## src/rtl/skip_adder_pkg.sv

```systemverilog
package skip_adder_pkg;

  // number of carry groups for a given total width and group size
  function automatic int unsigned group_count(input int unsigned width,
                                              input int unsigned gsize);
    return (width + gsize - 1) / gsize;
  endfunction

  // majority of three: carry of a full-adder cell
  function automatic logic maj3(input logic x, input logic y, input logic z);
    return (x & y) | (y & z) | (x & z);
  endfunction

endpackage

```

## src/rtl/skip_fa_cell.sv

```systemverilog
module skip_fa_cell
  import skip_adder_pkg::*;
(
  input  logic x,
  input  logic y,
  input  logic ci,
  output logic s,
  output logic co
);

  always_comb begin
    s  = x ^ y ^ ci;
    co = maj3(x, y, ci);
  end

endmodule

```

## src/rtl/skip_group.sv

```systemverilog
module skip_group #(
  parameter int unsigned GSIZE = 4
) (
  input  logic [GSIZE-1:0] x,
  input  logic [GSIZE-1:0] y,
  input  logic             ci,
  output logic [GSIZE-1:0] s,
  output logic             co
);

  logic [GSIZE:0]   chain;
  logic [GSIZE-1:0] prop;
  logic             skip;

  assign chain[0] = ci;

  generate
    for (genvar k = 0; k < GSIZE; k++) begin : g_bit
      skip_fa_cell cell_i (
        .x (x[k]),
        .y (y[k]),
        .ci(chain[k]),
        .s (s[k]),
        .co(chain[k+1])
      );
      // exclusive propagate: a bit with both inputs set must not skip
      assign prop[k] = x[k] ^ y[k];
    end
  endgenerate

  assign skip = &prop;
  assign co   = skip ? ci : chain[GSIZE];

endmodule

```

## src/rtl/skip_adder.sv

```systemverilog
module skip_adder
  import skip_adder_pkg::*;
#(
  parameter int unsigned WIDTH = 16,
  parameter int unsigned GSIZE = 4
) (
  input  logic             clk,
  input  logic             rst,
  input  logic [WIDTH-1:0] a,
  input  logic [WIDTH-1:0] b,
  input  logic             cin,
  output logic [WIDTH-1:0] sum,
  output logic             cout
);

  localparam int unsigned NGROUP = group_count(WIDTH, GSIZE);

  logic [NGROUP:0]  gcarry;
  logic [WIDTH-1:0] sum_c;

  assign gcarry[0] = cin;

  generate
    for (genvar g = 0; g < NGROUP; g++) begin : g_grp
      skip_group #(.GSIZE(GSIZE)) grp_i (
        .x (a[g*GSIZE +: GSIZE]),
        .y (b[g*GSIZE +: GSIZE]),
        .ci(gcarry[g]),
        .s (sum_c[g*GSIZE +: GSIZE]),
        .co(gcarry[g+1])
      );
    end
  endgenerate

  always_ff @(posedge clk) begin
    if (rst) begin
      sum  <= '0;
      cout <= 1'b0;
    end else begin
      sum  <= sum_c;
      cout <= gcarry[NGROUP];
    end
  end

endmodule

```

## config.mk

```make
export PLATFORM = sky130hd
export DESIGN_NAME = skip_adder
export DESIGN_NICKNAME = d
export VERILOG_FILES = /design/src/rtl/skip_adder_pkg.sv /design/src/rtl/skip_fa_cell.sv /design/src/rtl/skip_group.sv /design/src/rtl/skip_adder.sv
export SDC_FILE = /design/constraint.sdc
export NUM_CORES = 1
export LEC_CHECK = 0
export BUFFER_PORTS_ARGS = -buffer_cell sky130_fd_sc_hd__buf_2
export CAP_MARGIN = 15
export CORE_ASPECT_RATIO = 0.75
export CORE_MARGIN = 2
export CORE_UTILIZATION = 40
export CTS_BUF_LIST = sky130_fd_sc_hd__clkbuf_8 sky130_fd_sc_hd__clkbuf_16
export CTS_CLUSTER_SIZE = 24
export DETAILED_ROUTE_END_ITERATION = 8
export GPL_ROUTABILITY_DRIVEN = 1
export PLACE_DENSITY = 0.72
export SYNTH_ARGS = -nofsm -noshare
export SYNTH_HDL_FRONTEND = slang
export SYNTH_HIERARCHICAL = 1
export SYNTH_SLANG_ARGS = --single-unit
export TNS_END_PERCENT = 10
```

## constraint.sdc

```tcl
create_clock -name clk -period 19.1 [get_ports clk]
set_input_delay 4.775 -clock clk [delete_from_list [all_inputs] [get_ports clk]]
set_output_delay 4.775 -clock clk [all_outputs]
set_load 0.01 [all_outputs]
```

== Word level (Yosys, flattened, before mapping) ==
Cells that the tools add are included.

* Output and inout port bits: 17
* Word-level logic and storage cells: 122
* Bits in registers: 17

* Reduce and logical (&&, ||, !) cells: 4
* Bitwise operators: 112
* Muxes and demuxes: 4

{| class="wikitable"
|+ Operator list
! cell !! number
|-
| $and 1x1->1 || 48
|-
| $or 1x1->1 || 32
|-
| $xor 1x1->1 || 32
|-
| $reduce_and 4->1 || 4
|-
| $mux 1 || 4
|}

== Longest topological paths before layout ==
Gate-level depths: netlist (run 1).

* Depth after elaboration: 52
* Gate-level depth with buffers: 21
* Depth with buffers taken out: 21

== Modules after synthesis ==
Netlist (run 1), hierarchy kept.

{| class="wikitable"
|+ Modules (own cells, without submodules)
! module !! cells each !! times used !! area an instance (µm²)
|-
| skip_adder || 35 || 1 || 475.5
|-
| skip_fa_cell || 1 || 16 || 20.0
|-
| skip_group || 6 || 4 || 52.6
|}

== Least setup slack after synthesis (run 1) ==
OpenSTA, ideal clock, no wires.

* Path type: input port to flip-flop
* From: input port b[0]
* To: register cout
* Slack: 6.803 ns
* Path buffers: 0
* Arrival time: 12.181 ns
* Required time: 18.984 ns
* Library setup time: 0.116 ns
* Stages on the path: 21
* Cells stage by stage: fa_1 -> fa_1 -> fa_1 -> fa_1 -> mux2_1 -> fa_1 -> fa_1 -> fa_1 -> fa_1 -> mux2_1 -> fa_1 -> fa_1 -> fa_1 -> fa_1 -> mux2_1 -> fa_1 -> fa_1 -> fa_1 -> fa_1 -> mux2_1 -> and2b_2

* Longest elaborated chain between the ends: 52
* Elaborated cells on any way between the ends: 70
* Classes of those cells: 4 x mux; 65 x bitwise; 1 x reduce/logical

{| class="wikitable"
|+ RTL lines
! item !! line !! source
|-
| from (decl) || skip_adder.sv:10 || <nowiki>input logic [WIDTH-1:0] b,</nowiki>
|-
| $and 1x1->1 || skip_adder_pkg.sv:11 || <nowiki>return (x & y) | (y & z) | (x & z);</nowiki>
|-
| $or 1x1->1 (*) (2 in series) || skip_adder_pkg.sv:11 ||
|-
| $and 1x1->1 || skip_adder_pkg.sv:11 ||
|-
| $or 1x1->1 || skip_adder_pkg.sv:11 ||
|-
| $or 1x1->1 (*) || skip_adder_pkg.sv:11 ||
|-
| via g_grp[0].grp_i.chain[2] || skip_group.sv:11 || <nowiki>logic [GSIZE:0] chain;</nowiki>
|-
| $and 1x1->1 || skip_adder_pkg.sv:11 ||
|-
| $or 1x1->1 || skip_adder_pkg.sv:11 ||
|-
| [... 1 more ...] || - ||
|-
| via g_grp[0].grp_i.chain[3] || skip_group.sv:11 ||
|-
| [... 3 more ...] || - ||
|-
| via g_grp[0].grp_i.chain[4] || skip_group.sv:11 ||
|-
| [... 1 more ...] || - ||
|-
| via gcarry[1] || skip_adder.sv:18 || <nowiki>logic [NGROUP:0] gcarry;</nowiki>
|-
| [... 3 more ...] || - ||
|-
| via g_grp[1].grp_i.chain[1] || skip_group.sv:11 ||
|-
| [... 3 more ...] || - ||
|-
| via g_grp[1].grp_i.chain[2] || skip_group.sv:11 ||
|-
| [... 3 more ...] || - ||
|-
| via g_grp[1].grp_i.chain[3] || skip_group.sv:11 ||
|-
| [... 3 more ...] || - ||
|-
| via g_grp[1].grp_i.chain[4] || skip_group.sv:11 ||
|-
| [... 1 more ...] || - ||
|-
| via gcarry[2] || skip_adder.sv:18 ||
|-
| [... 3 more ...] || - ||
|-
| via g_grp[2].grp_i.chain[1] || skip_group.sv:11 ||
|-
| [... 3 more ...] || - ||
|-
| via g_grp[2].grp_i.chain[2] || skip_group.sv:11 ||
|-
| [... 3 more ...] || - ||
|-
| via g_grp[2].grp_i.chain[3] || skip_group.sv:11 ||
|-
| [... 3 more ...] || - ||
|-
| via g_grp[2].grp_i.chain[4] || skip_group.sv:11 ||
|-
| [... 1 more ...] || - ||
|-
| via gcarry[3] || skip_adder.sv:18 ||
|-
| [... 3 more ...] || - ||
|-
| via g_grp[3].grp_i.chain[1] || skip_group.sv:11 ||
|-
| [... 3 more ...] || - ||
|-
| via g_grp[3].grp_i.chain[2] || skip_group.sv:11 ||
|-
| [... 2 more ...] || - ||
|-
| $or 1x1->1 (*) || skip_adder_pkg.sv:11 ||
|-
| via g_grp[3].grp_i.chain[3] || skip_group.sv:11 ||
|-
| $and 1x1->1 || skip_adder_pkg.sv:11 ||
|-
| $or 1x1->1 || skip_adder_pkg.sv:11 ||
|-
| $or 1x1->1 (*) || skip_adder_pkg.sv:11 ||
|-
| via g_grp[3].grp_i.chain[4] || skip_group.sv:11 ||
|-
| $mux 1 (*) || skip_group.sv:32 || <nowiki>assign co = skip ? ci : chain[GSIZE];</nowiki>
|-
| via gcarry[4] || skip_adder.sv:18 ||
|-
| to (signal assigned) || skip_adder.sv:41 || <nowiki>cout <= gcarry[NGROUP];</nowiki>
|-
| to (decl) || skip_adder.sv:13 || <nowiki>output logic cout</nowiki>
|}

Mark *: on every way through the listed nets, which the timed path passes. The rest lies on a longest branch.
A chain may end at the register's enable or synchronous reset.

== Worst setup path in the final report (run 1) ==
* From: input port b[0]
* To: register cout

* Longest elaborated chain between the ends: 52
* Elaborated cells on any way between the ends: 70
* Classes of those cells: 4 x mux; 65 x bitwise; 1 x reduce/logical

{| class="wikitable"
|+ RTL lines
! item !! line
|-
| $and 1x1->1 || skip_adder_pkg.sv:11
|-
| $or 1x1->1 (*) (2 in series) || skip_adder_pkg.sv:11
|-
| via g_grp[0].grp_i.chain[1] || skip_group.sv:11
|-
| $and 1x1->1 || skip_adder_pkg.sv:11
|-
| $or 1x1->1 || skip_adder_pkg.sv:11
|-
| $or 1x1->1 (*) || skip_adder_pkg.sv:11
|-
| via g_grp[0].grp_i.chain[2] || skip_group.sv:11
|-
| $and 1x1->1 || skip_adder_pkg.sv:11
|-
| [... 2 more ...] || -
|-
| via g_grp[0].grp_i.chain[3] || skip_group.sv:11
|-
| [... 3 more ...] || -
|-
| via g_grp[0].grp_i.chain[4] || skip_group.sv:11
|-
| [... 1 more ...] || -
|-
| via gcarry[1] || skip_adder.sv:18
|-
| [... 3 more ...] || -
|-
| via g_grp[1].grp_i.chain[1] || skip_group.sv:11
|-
| [... 3 more ...] || -
|-
| via g_grp[1].grp_i.chain[2] || skip_group.sv:11
|-
| [... 3 more ...] || -
|-
| via g_grp[1].grp_i.chain[3] || skip_group.sv:11
|-
| [... 3 more ...] || -
|-
| via g_grp[1].grp_i.chain[4] || skip_group.sv:11
|-
| [... 1 more ...] || -
|-
| via gcarry[2] || skip_adder.sv:18
|-
| [... 3 more ...] || -
|-
| via g_grp[2].grp_i.chain[1] || skip_group.sv:11
|-
| [... 3 more ...] || -
|-
| via g_grp[2].grp_i.chain[2] || skip_group.sv:11
|-
| [... 3 more ...] || -
|-
| via g_grp[2].grp_i.chain[3] || skip_group.sv:11
|-
| [... 3 more ...] || -
|-
| via g_grp[2].grp_i.chain[4] || skip_group.sv:11
|-
| [... 1 more ...] || -
|-
| via gcarry[3] || skip_adder.sv:18
|-
| [... 3 more ...] || -
|-
| via g_grp[3].grp_i.chain[1] || skip_group.sv:11
|-
| [... 3 more ...] || -
|-
| via g_grp[3].grp_i.chain[2] || skip_group.sv:11
|-
| [... 2 more ...] || -
|-
| $or 1x1->1 (*) || skip_adder_pkg.sv:11
|-
| via g_grp[3].grp_i.chain[3] || skip_group.sv:11
|-
| $and 1x1->1 || skip_adder_pkg.sv:11
|-
| $or 1x1->1 || skip_adder_pkg.sv:11
|-
| $or 1x1->1 (*) || skip_adder_pkg.sv:11
|-
| via g_grp[3].grp_i.chain[4] || skip_group.sv:11
|-
| $mux 1 (*) || skip_group.sv:32
|-
| via gcarry[4] || skip_adder.sv:18
|}

Marks and branches as above.

==> summary.md, run 1 <==
The run finished with clean final reports. After synthesis, the largest family of logic cells by area is adder cells. The first-iteration detailed-routing DRC count came out at 16. After detailed placement, the design holds a cell count of 159. The portion of synthesized area spent on multiplexers is 4.478%. The final layout contains routed wiring with a total length of 1854 um. The worst pin sits at a relative slew slack of 80.35%. The net switching power is 0.02590 mW. The most frequently used flop master after synthesis is sky130_fd_sc_hd__dfxtp_1. The tools report the via count as 703.

After detailed routing, the met2 layer carries 1042 um of wire. For this configuration, the core starts out at a cell density of 42.88%. Entering global routing, the biggest net connects 18 pins. Transition time at the pin with the least slew margin: 294.8 ps. Routability-driven placement finished with a final weighted congestion of 0.8077. The logs give 0.02943 mV for the highest ir drop seen on vdd and 0 for the number of hold-slack violations in the final timing report. For the final routed database, the setup TNS stands at 0 ps. The initial antenna violation count was 0; the die extent in y was 47.43 um.

Yosys instantiated no cell more often than sky130_fd_sc_hd__dfxtp_1. After routing the design area is 1339 um2. For the number of resized instances in the post-cts repair step, the log shows 0. The logs give 0 for the total congestion overflow and 15 for the placement row count.

Buffers inserted to repair hold after CTS numbered 0. The final-report max-slew violation count was 0; the share of the clock period used by the worst path was 65.75%. The quantity of I/O buffers inserted on ports is 51.

The wire-length estimate of the detail-placed layout is 1647 um. The tools report the post-CTS repair timing setup buffer count as 0. Prior to clock tree synthesis, the placed netlist has a worst setup slack of 6269 ps. The tools report the number of setup violations in the final report as 0.

The share of total power dissipated in sequential elements is 43.5%. In this run, distinct cell masters in the synthesized netlist total 8. Derived from the worst setup path, the maximum achievable clock frequency is 79.63 MHz. The via count of the first global-routing pass is 657. Synthesis inferred 17 register bits. Counting instances in the post-synthesis netlist gives the leading cell types as sky130_fd_sc_hd__dfxtp_1, sky130_fd_sc_hd__fa_1, sky130_fd_sc_hd__xor2_1. The run gives 0.09477 mW as the post-layout total power.

The internal power of the cells totals 0.06888 mW. The number of design rule violations left after detail routing was 0. The synthesized-area fraction occupied by adder cells is 31.84%, and the CTS clock-pin slew for the worst setup and hold paths is 60 ps. The count of warnings emitted by yosys was 6.

The first global-routing pass estimated 2911 um of wire. TritonCTS built the clock tree. The total number of nets in the final design came out at 181. The die area is 2936 um2. The mean area per synthesized cell was 13.41 um2; the TritonCTS buffer count was 3. Parity-gate share of the synthesized area counting xor and xnor cells: 13.93%.

The tools report the number of detailed-route iterations in the first pass as 2. After synthesis, flip-flops and latches occupy 33.83% of the total area. In this run switching power makes up 27.33% of total power. Across every metal layer, demand over resource in global routing totals 14.44%.

Power spread over the standard cell area amounts to 70.79 nW/um2. After detailed routing, the number of vias per cell comes to 4.313. Met1 layer wirelength in the final routing: 673 um.

Relative to the synthesized area, the layout overhead comes to 33.08%. The largest area contributor in the synthesized netlist was sky130_fd_sc_hd__dfxtp_1. The number of cells produced by synthesis came out at 75. Count of clock tree sinks: 17. The clock network burns 27.1% of the power. The mean routed wirelength per cell works out to 11.37 um.

The post-synth net total is 126, and the core area is 2346 um2. Pin placement for this block handled 52 I/O pins. The smallest clock period supported by the final layout is computed as 12560 ps. The count of antenna diodes in the layout is 0. The post-synthesis share of cell area spent on and, or, nand and nor gates was 14.80%; the buffer depth of the longest clock path was 2. After layout, the worst setup slack is 6543 ps.

Area of the mapped netlist: 1006 um2. In this run the top signal layer used is met4. Arrival time of the worst setup path: 12700 ps. The worst setup path is of the in2reg kind. For the final cell utilization of the core, the log shows 57.07%. The remaining number of nets flagged by the antenna check after routing is 0. The async set-reset flop share out of synthesis was 0%; the number of standard cells in the final layout excluding fillers was 163. For this design the static power due to leakage is 0.6427 nW. In this run, the combinational gates consume 29.4% of the power.

In this run the biggest area consumer among cell types represents 33.83% of the synthesized area. Hold timing on the final database bottoms out at a slack of 4892 ps. The master cell of the clock root buffer is sky130_fd_sc_hd__clkbuf_8. Required time of the critical path: 19240 ps. By area the synthesized netlist is led by sky130_fd_sc_hd__dfxtp_1, sky130_fd_sc_hd__fa_1, sky130_fd_sc_hd__xor2_1. The H-tree depth is 1, and the maximum fanout count along the critical path is 2. For the routed length on met3, the log shows 119 um.

Setup repair after global routing left no endpoint under its margin. The die is 61.91 um wide. Counting flops with a built-in enable in the synthesized netlist gives 0. STA classifies the critical path startpoint as a primary input. The worst hold path class is in2reg. Of the cells placed in the final design, the portion with a size suffix greater than 1 is 48.06%. Summing the areas of all compound-gate instances in the mapped netlist gives 0% of the synthesized area. Max-cap violations in this run came to 0. STA classifies the critical path endpoint as a flop.

The total cell area at the placement stage was 1292 um2.
state kept, by name, indices dropped and copies added, names as in the netlist:
name,flops
sum,16
cout,1
power groups by stage:
stage	logic [mW]	clock network, mW	registers, mW
floorplan	0.0120	0	0.0447
global placement	0.0274	0	0.0419
detailed placement	0.0284	0	0.0421
CTS	0.0285	0.0268	0.0413
global route	0.0322	0.0294	0.0416
finish	0.0279	0.0257	0.0412
worst max-delay path, stage by stage:
cell                      delay, ps
sky130_fd_sc_hd__buf_2          120
sky130_fd_sc_hd__fa_1           440
sky130_fd_sc_hd__fa_1           390
sky130_fd_sc_hd__fa_1           400
sky130_fd_sc_hd__fa_1           390
sky130_fd_sc_hd__mux2_1         340
sky130_fd_sc_hd__fa_1           400
sky130_fd_sc_hd__fa_1           390
sky130_fd_sc_hd__fa_1           390
sky130_fd_sc_hd__fa_1           370
sky130_fd_sc_hd__mux2_1         350
sky130_fd_sc_hd__fa_1           400
sky130_fd_sc_hd__fa_1           390
sky130_fd_sc_hd__fa_1           400
sky130_fd_sc_hd__fa_1           370
sky130_fd_sc_hd__mux2_1         340
sky130_fd_sc_hd__fa_1           390
sky130_fd_sc_hd__fa_1           390
sky130_fd_sc_hd__fa_1           410
sky130_fd_sc_hd__fa_1           360
sky130_fd_sc_hd__mux2_1         290
sky130_fd_sc_hd__and2b_2        180
cells by family (layout without fill, tap and decap cells):
logic type | Yosys count | after routing
buffers and inverters | 1 | 55
multiplexers | 4 | 4
XOR/XNOR | 16 | 16
AND/OR/NAND/NOR | 21 | 21
adder cells (fa/ha/maj) | 16 | 16
flip-flops | 17 | 17
path summary, 6_finish.rpt:
path	end	cells after the start	slack (ps)	start
max	cout	22	6540	b[0]
min	sum[12]	2	4890	rst
final cells by class:
cell class	instances	area [um2]
fill	206	1007
timing repair buffer	51	255.2
tap	34	42.54
sequential	17	340.3
multi-input combinational	57	654.4
clock buffer	3	41.29
clock inverter	1	5.005
metal layers:
metal	GRT usage, %	up-vias
met3	5.405	2
met2	25.89	22
li1	-	344
met4	4.681	0
met5	0	-
met1	16.15	335
cells in the final DEF (no fill, tap or decap):
master	instances
sky130_fd_sc_hd__buf_2	51
sky130_fd_sc_hd__dfxtp_1	17
sky130_fd_sc_hd__xor2_1	16
sky130_fd_sc_hd__fa_1	16
sky130_fd_sc_hd__nor2b_1	10
sky130_fd_sc_hd__and2b_2	7
sky130_fd_sc_hd__nand4_1	4
sky130_fd_sc_hd__mux2_1	4
sky130_fd_sc_hd__clkbuf_8	3
sky130_fd_sc_hd__clkinv_2	1
Note: power is estimated with default switching activity, not from simulation.
==> run 2, diff against run 1 <==
--- a/config.mk
+++ b/config.mk
@@ -5,6 +5,7 @@
 export SDC_FILE = /design/constraint.sdc
 export NUM_CORES = 1
 export LEC_CHECK = 0
+export ABC_AREA = 1
 export BUFFER_PORTS_ARGS = -buffer_cell sky130_fd_sc_hd__buf_2
 export CAP_MARGIN = 15
 export CORE_ASPECT_RATIO = 0.75
@@ -14,7 +15,7 @@
 export CTS_CLUSTER_SIZE = 24
 export DETAILED_ROUTE_END_ITERATION = 8
 export GPL_ROUTABILITY_DRIVEN = 1
-export PLACE_DENSITY = 0.72
+export PLACE_DENSITY = 0.71
 export SYNTH_ARGS = -nofsm -noshare
 export SYNTH_HDL_FRONTEND = slang
 export SYNTH_HIERARCHICAL = 1
==> constraint.sdc (replaced) <==
create_clock -name clk -period 11.4 [get_ports clk]
set_input_delay 2.85 -clock clk [delete_from_list [all_inputs] [get_ports clk]]
set_output_delay 2.85 -clock clk [all_outputs]
set_load 0.01 [all_outputs]
==> summary.md, run 2 <==
The power per cell area is 107.6 nW/um2 (was 70.79 nW/um2). The count of cell types in the netlist was 9 (was 8). Total congestion overflow: 0 (unchanged). The horizontal die dimension came out at 68.03 um (was 61.91 um). The worst hold path class is in2reg (unchanged). The via count of the first global-routing pass is 876 (was 657), and the number of design rule violations left after detail routing is 0 (unchanged). The run gives 0 ps (unchanged) as the accumulated negative setup slack.

The maximum fanout count along the critical path came out at 3 (was 2). The total of fill cells in the finished design is 303 (was 206), and the number of enable-type register cells in the synthesized netlist is 0 (unchanged). The count of antenna diodes in the layout is 0 (unchanged). The run gives 2935 um2 (was 2346 um2) as the core area. For the proportion of power drawn by the clock network, the log shows 25.6% (was 27.1%).

The logs give 0 (unchanged) for the number of resized instances in the post-cts repair step and 0 (unchanged) for the final-report max-slew violation count. The most frequently used flop master after synthesis is sky130_fd_sc_hd__dfxtp_1 (unchanged). Effective utilization at floorplan: 41.90% (was 42.88%).

TritonCTS built the clock tree. The run gives 4.545% (was 5.405%) as the met3 layer usage reported by global route. The via count was 1022 (was 703).

Most common cell after layout, fill and taps aside: sky130_fd_sc_hd__nand2_1 (was sky130_fd_sc_hd__buf_2). Detailed placement HPWL: 1828 um (was 1647 um). The tools report the met1 capacity usage during global routing as 17.86% (was 16.15%). Via count normalized by instance count: 3.871 (was 4.313).

The buffer depth of the longest clock path is 2 (unchanged), and the die area is 3539 um2 (was 2936 um2). The logs give 9840 ps (was 12700 ps) for the arrival time of the worst setup path and 11530 ps (was 19240 ps) for the required time of the critical path. The count of warnings emitted by yosys came out at 6 (unchanged). The remaining number of nets flagged by the antenna check after routing is 0 (unchanged).

Endpoint kind of the worst setup timing path: a flop (unchanged). Category of the most critical setup path: in2reg (unchanged). The tools report the sequential-to-total area share from yosys stat as 27.67% (was 33.83%). For the share of total power in sequential cells, the log shows 41.5% (was 43.5%).

The transition time at the pin with the least slew margin is 313.2 ps (was 294.8 ps), and the mean routed wirelength per cell is 7.788 um (was 11.37 um). The run finished with clean final reports. Commonest cells in the synthesized netlist: sky130_fd_sc_hd__nand2_1, sky130_fd_sc_hd__inv_1, sky130_fd_sc_hd__dfxtp_1, sky130_fd_sc_hd__nor2_1, sky130_fd_sc_hd__fa_1 (was sky130_fd_sc_hd__dfxtp_1, sky130_fd_sc_hd__fa_1, sky130_fd_sc_hd__xor2_1). The fraction of layout instances using a drive strength above 1 is 27.43% (was 48.06%).

The tools report the capture endpoint of the worst hold path as cout (was sum[12]). The tools report the count of clock tree sinks as 17 (unchanged). Register with the most flip-flops: sum (unchanged). For the met2 global-route usage, the log shows 21.20% (was 25.89%). The tools report the number of cells produced by synthesis as 173 (was 75). The number of maximum-capacitance constraint violations is 0 (unchanged), and the share of the clock period used by the worst path is 85.15%.

The highest ir drop seen on vdd came out at 0.05155 mV (was 0.02943 mV). The tools report the master cell of the clock root buffer as sky130_fd_sc_hd__clkbuf_8 (unchanged). Global-route usage over all layers: 13.17% (was 14.44%).

The TritonCTS buffer count is 3 (unchanged). First-iteration detailed-routing DRC count: 23 (was 16). The cell-internal power was 0.1150 mW (was 0.06888 mW). The post-CTS repair timing setup buffer count was 0 (unchanged); the initial antenna violation count was 0 (unchanged). Number of hold-slack violations in the final timing report: 0 (unchanged).

The launch point of the worst hold path was rst (unchanged). The fraction of power spent switching nets was 31.11% (was 27.33%). Proportion of power drawn by combinational gates: 32.9% (was 29.4%).

For this run, the top clock speed supported by timing is 103.0 MHz. Flop and latch count out of synthesis: 17 (unchanged). The largest area contributor in the synthesized netlist was sky130_fd_sc_hd__dfxtp_1 (unchanged). The final wirelength was 2056 um (was 1854 um); the H-tree depth was 1 (unchanged). The run gives 18 (unchanged) as the largest net degree at the start of global routing. Biggest regs: sum x16, cout x1 (unchanged).

Setup repair after global routing left no endpoint under its margin. The total number of nets in the final design is 278 (was 181). The number of detailed-route iterations in the first pass is 4 (was 2). The tools report the kind of start point of the critical path as a primary input (unchanged). The tools report the number of setup violations in the final report as 0 (unchanged).

The reported leakage power was 0.9889 nW (was 0.6427 nW); the worst stage delay on the critical path was 430 ps (was 440 ps). The mean area per synthesized cell was 7.109 um2 (was 13.41 um2); the worst slew margin relative to its limit was 79.12% (was 80.35%). Most frequent cells in the layout: sky130_fd_sc_hd__nand2_1, sky130_fd_sc_hd__buf_2, sky130_fd_sc_hd__inv_1, sky130_fd_sc_hd__nor2_1, sky130_fd_sc_hd__dfxtp_1 (was sky130_fd_sc_hd__buf_2, sky130_fd_sc_hd__dfxtp_1, sky130_fd_sc_hd__xor2_1, sky130_fd_sc_hd__fa_1, sky130_fd_sc_hd__nor2b_1). The smallest hold slack was 2968 ps (was 4892 ps); the layout overhead on the synthesized area was 26.14% (was 33.08%). The die extent in y was 52.02 um (was 47.43 um). The cell with the most instances on the worst path was sky130_fd_sc_hd__fa_1 (unchanged). The net switching power came out at 0.05193 mW (was 0.02590 mW). The busiest layer in global routing was met2 (unchanged).

Area of the mapped netlist: 1230 um2 (was 1006 um2). The quantity of I/O buffers inserted on ports was 51 (unchanged). The post-synth net total is 224 (was 126). CTS clock-pin slew for the worst setup and hold paths: 60 ps (about the same). For the first-pass GRT wire length, the log shows 3456 um (was 2911 um). The number of buffers inserted by hold repair at cts is 0 (unchanged). The area share of the largest cell type after synthesis works out to 27.67% (was 33.83%).

Most used standard cell by instance count after synthesis: sky130_fd_sc_hd__nand2_1 (was sky130_fd_sc_hd__dfxtp_1). The flip-flop count of the largest register, all copies and words added came out at 16 (unchanged). Synth area leaders: sky130_fd_sc_hd__dfxtp_1, sky130_fd_sc_hd__fa_1, sky130_fd_sc_hd__nand2_1 (was sky130_fd_sc_hd__dfxtp_1, sky130_fd_sc_hd__fa_1, sky130_fd_sc_hd__xor2_1). The number of primary I/O pins came out at 52 (unchanged).

The standard cell with the maximum stage delay on the critical path was sky130_fd_sc_hd__fa_1 (unchanged). The final critical-path required period came out at 9708 ps. The instance count along the most critical hold path is 2 (unchanged).

The async set-reset flop share out of synthesis works out to 0% (unchanged). The final estimated routing congestion in global placement is 0.7217 (was 0.8077). The tools report the placement row count as 17 (was 15).
==> run 2: cell types whose count changed after synthesis, sizes merged <==
| cell | delta |
|---|---|
| nand2 | +60 |
| nor2b | -10 |
| and2b | -7 |
| mux2 | -4 |
| buf | +1 |
| nand4 | -4 |
| nand3 | +4 |
| xor2 | -16 |
| nor2 | +25 |
| inv | +49 |
==> run 2: critical path, delay by kind of cell <==
family / cells / cell delay [ps]
and+or+nand+nor: 9 / 590
adders and majority gates: 16 / 6210
buffers and inverters: 2 / 160
==> run 2: kinds of logic (layout without fill, tap and decap cells) <==
family / count (synthesis) / count (layout) / synth area share (%)
and+or+nand+nor: 89 / 89 / 29.20
DFF: 17 / 17 / 27.67
adders and majority gates: 16 / 16 / 26.04
buffers and inverters: 51 / 104 / 17.09
==> run 2: worst max path at each step <==
stage,cells after the start,endpoint,start,slack [ps]
floorplan,26,cout,b[0],1870
detailed placement,27,cout,b[0],1450
global placement,27,cout,b[0],1540
global route,27,cout,b[0],1380
finish,27,cout,b[0],1690
CTS,27,cout,b[0],1680
==> run 2: power by group through the flow <==
stage               clock network, mW  logic, mW  registers (mW)
floorplan                           0     0.0286          0.0751
global placement                    0     0.0545          0.0706
detailed placement                  0     0.0561          0.0707
CTS                            0.0448     0.0561          0.0694
global route                   0.0479     0.0651          0.0699
finish                         0.0428     0.0549          0.0693
==> run 2: cell type report <==
class | instances | area, um2 | share of cell area (%)
Sequential cell | 17 | 340.3 | 21.94
Tap cell | 38 | 47.55 | 3.065
Inverter | 49 | 183.9 | 11.85
Clock buffer | 3 | 41.29 | 2.661
Multi-Input combinational cell | 105 | 679.4 | 43.79
Timing Repair Buffer | 51 | 255.2 | 16.45
Clock inverter | 1 | 3.754 | 0.2419
==> run 2: per-stage QoR <==
stage                     power [mW]  utilization, %  std cells  setup slack, ps  instance area (um2)
after global routing          0.1829           52.86        264             1385                 1551
final                         0.1670           52.86        264             1692                 1551
after floorplan               0.1036               -        173             1872                 1230
after CTS                     0.1703           52.86        264             1677                 1551
after global placement        0.1252           51.32        260             1538                 1506
after detailed placement      0.1269           51.32        260             1455                 1506
==> run 2: layer usage <==
metal,share of wire (%),routed length (um)
met1,49,1013
met2,43,891
met5,0,0
met4,0,0
met3,7.3,151
==> run 3, diff against run 2 <==
--- a/config.mk
+++ b/config.mk
@@ -8,14 +8,16 @@
 export ABC_AREA = 1
 export BUFFER_PORTS_ARGS = -buffer_cell sky130_fd_sc_hd__buf_2
 export CAP_MARGIN = 15
+export CELL_PAD_IN_SITES_DETAIL_PLACEMENT = 0
+export CELL_PAD_IN_SITES_GLOBAL_PLACEMENT = 1
 export CORE_ASPECT_RATIO = 0.75
 export CORE_MARGIN = 2
-export CORE_UTILIZATION = 40
+export CORE_UTILIZATION = 29
 export CTS_BUF_LIST = sky130_fd_sc_hd__clkbuf_8 sky130_fd_sc_hd__clkbuf_16
 export CTS_CLUSTER_SIZE = 24
 export DETAILED_ROUTE_END_ITERATION = 8
 export GPL_ROUTABILITY_DRIVEN = 1
-export PLACE_DENSITY = 0.71
+export PLACE_DENSITY_LB_ADDON = 0.1
 export SYNTH_ARGS = -nofsm -noshare
 export SYNTH_HDL_FRONTEND = slang
 export SYNTH_HIERARCHICAL = 1
==> summary.md, run 3 (synthesis results as in run 2) <==
The fraction of power spent switching nets came out at 30.76% (was 31.11%). The tools report the kind of start point of the critical path as a primary input (unchanged). The tools report the total of fill cells in the finished design as 448 (was 303). The met2 global-route usage came out at 18.89% (was 21.20%). The die area is 4784 um2 (was 3539 um2), and the combined area of the multi-input logic cells is 679.4 um2 (unchanged). The H-tree depth was 1 (unchanged).

The run finished with clean final reports. The run gives 4054 um2 (was 2935 um2) as the core area. The count of clock tree sinks was 17 (unchanged); the met3 layer usage reported by global route was 3.869% (was 4.545%).

Flip-flop count of the largest register, all copies and words added: 16 (unchanged). Biggest regs: sum x16, cout x1 (unchanged). The transition time at the pin with the least slew margin came out at 307.7 ps (was 313.2 ps). The tools report the via count as 1070 (was 1022). Total number of nets in the final design: 278 (unchanged). The run gives 2265 um (was 2056 um) as the final wirelength. The buffer and inverter count on the worst path was 2 (unchanged). The tools report the placement row count as 20 (was 17). The maximum fanout count along the critical path came out at 3 (unchanged). The CTS clock-pin slew for the worst setup and hold paths is 60 ps (about the same), and the share of the clock period used by the worst path is 85.58% (was 85.15%). The logs give 11520 ps (was 11530 ps) for the required time of the critical path and 2088 um (was 1828 um) for the detailed placement HPWL.

For the number of primary I/O pins, the log shows 52 (unchanged). The fraction of layout instances using a drive strength above 1 works out to 27.43% (unchanged). The global-route usage over all layers was 10.18% (was 13.17%); the reported leakage power was 0.9889 nW (unchanged). For the proportion of power drawn by the clock network, the log shows 24.9% (was 25.6%). The cell type group with the largest total delay on the critical path is adder cells (unchanged).

The tools report the via count of the first global-routing pass as 964 (was 876). The remaining number of nets flagged by the antenna check after routing was 0 (unchanged); the accumulated negative setup slack was 0 ps (unchanged). The category of the most critical setup path is in2reg (unchanged).

The standard cell with the maximum stage delay on the critical path was sky130_fd_sc_hd__fa_1 (unchanged). For the total cell area at the placement stage, the log shows 1528 um2 (was 1506 um2). The run gives 41.9% (was 41.5%) as the share of total power in sequential cells.

Effective utilization at floorplan: 30.34% (was 41.90%). The layout overhead on the synthesized area was 27.87% (was 26.14%). The logs give 0.6812 (was 0.7217) for the final estimated routing congestion in global placement and 0.1150 mW (about the same) for the cell-internal power.

The run gives 281 (was 264) as the number of standard cells in the final layout excluding fillers. The worst stage delay on the critical path works out to 420 ps (was 430 ps). The number of maximum-capacitance constraint violations came out at 0 (unchanged). The first-iteration detailed-routing DRC count came out at 15 (was 23). TritonCTS built the clock tree.

The die extent in y was 60.40 um (was 52.02 um); the largest net degree at the start of global routing was 18 (unchanged). The mean routed wirelength per cell was 8.060 um (was 7.788 um); the footprint of the flip-flops and latches was 340.3 um2 (unchanged). Setup repair after global routing left no endpoint under its margin. The total congestion overflow was 0 (unchanged); the total instance count after detailed placement was 277 (was 260). For the initial antenna violation count, the log shows 0 (unchanged). The busiest layer in global routing is met2 (unchanged). The register with the most flip-flops was sum (unchanged). The met1 capacity usage during global routing is 12.22% (was 17.86%). The worst slew margin relative to its limit came out at 79.49% (was 79.12%).

The final critical-path required period works out to 9756 ps (was 9708 ps). Final non-filler cell area: 1573 um2 (was 1551 um2). The net switching power is 0.05109 mW (was 0.05193 mW). For the proportion of power drawn by combinational gates, the log shows 33.2% (was 32.9%). The tools report the master cell of the clock root buffer as sky130_fd_sc_hd__clkbuf_8 (unchanged). The highest ir drop seen on vdd is 0.06134 mV (was 0.05155 mV).

The via count normalized by instance count was 3.808 (was 3.871). Cell with the most instances on the worst path: sky130_fd_sc_hd__fa_1 (unchanged). Endpoint kind of the worst setup timing path: a flop (unchanged). The number of resized instances in the post-cts repair step came out at 0 (unchanged). The number of setup violations in the final report is 0 (unchanged), and the number of design rule violations left after detail routing is 0 (unchanged). The number of hold-slack violations in the final timing report was 0 (unchanged).

The final-report max-slew violation count is 0 (unchanged). The TritonCTS buffer count came out at 3 (unchanged). The post-CTS repair timing setup buffer count is 0 (unchanged), and the smallest hold slack is 2969 ps (was 2968 ps).

The fmax is 102.5 MHz (was 103.0 MHz). The arrival time of the worst setup path is 9880 ps (was 9840 ps). The quantity of I/O buffers inserted on ports came out at 51 (unchanged). The count of antenna diodes in the layout is 0 (unchanged). The number of buffers inserted by hold repair at cts came out at 0 (unchanged).

The worst hold path class was in2reg (unchanged). Most frequent cells in the layout: sky130_fd_sc_hd__nand2_1, sky130_fd_sc_hd__buf_2, sky130_fd_sc_hd__inv_1, sky130_fd_sc_hd__nor2_1, sky130_fd_sc_hd__dfxtp_1 (unchanged). The buffer depth of the longest clock path is 2 (unchanged). Most common cell after layout, fill and taps aside: sky130_fd_sc_hd__nand2_1 (unchanged).

The number of detailed-route iterations in the first pass is 4 (unchanged), and the horizontal die dimension is 79.20 um (was 68.03 um). For the first-pass GRT wire length, the log shows 3829 um (was 3456 um). The post-layout total power was 0.1661 mW (was 0.1670 mW); the power per cell area was 105.6 nW/um2 (was 107.6 nW/um2).
run 3: cell counts in the layout (fill, tap and decap cells not counted):
Identical to the previous run, type by type.
run 3: layout make-up:
cell class / instances / share of cell area, %
well taps: 55 / 4.375
flip-flops and latches: 17 / 21.64
clock buffers: 3 / 2.625
inverters: 49 / 11.69
repair buffers: 51 / 16.23
clock inverters: 1 / 0.2387
multi-input cells: 105 / 43.20
run 3: worst paths after layout:
check                 from      to  slack, ps  cells after the start
worst min-delay path   rst  sum[0]       2970                      2
worst max-delay path  b[0]    cout       1640                     27
run 3: stage by stage:
stage / worst slack, ps / utilization [%]
after floorplan: 1872 / -
after global placement: 1474 / 37.69
after detailed placement: 1348 / 37.69
after CTS: 1591 / 38.80
after global routing: 1225 / 38.80
final: 1644 / 38.80
run 3: layer usage:
layer | routed length, um | share of wire (%)
met5 | 0 | 0
met4 | 0 | 0
met3 | 173 | 7.6
met2 | 1090 | 48
met1 | 1000 | 44
run 3: power by group through the flow:
stage / Sequential, mW / Clock [mW] / Combinational [mW]
floorplan: 0.0751 / 0 / 0.0286
global placement: 0.0711 / 0 / 0.0556
detailed placement: 0.0711 / 0 / 0.0569
CTS: 0.0698 / 0.0439 / 0.0571
global route: 0.0704 / 0.0471 / 0.0656
finish: 0.0695 / 0.0414 / 0.0552
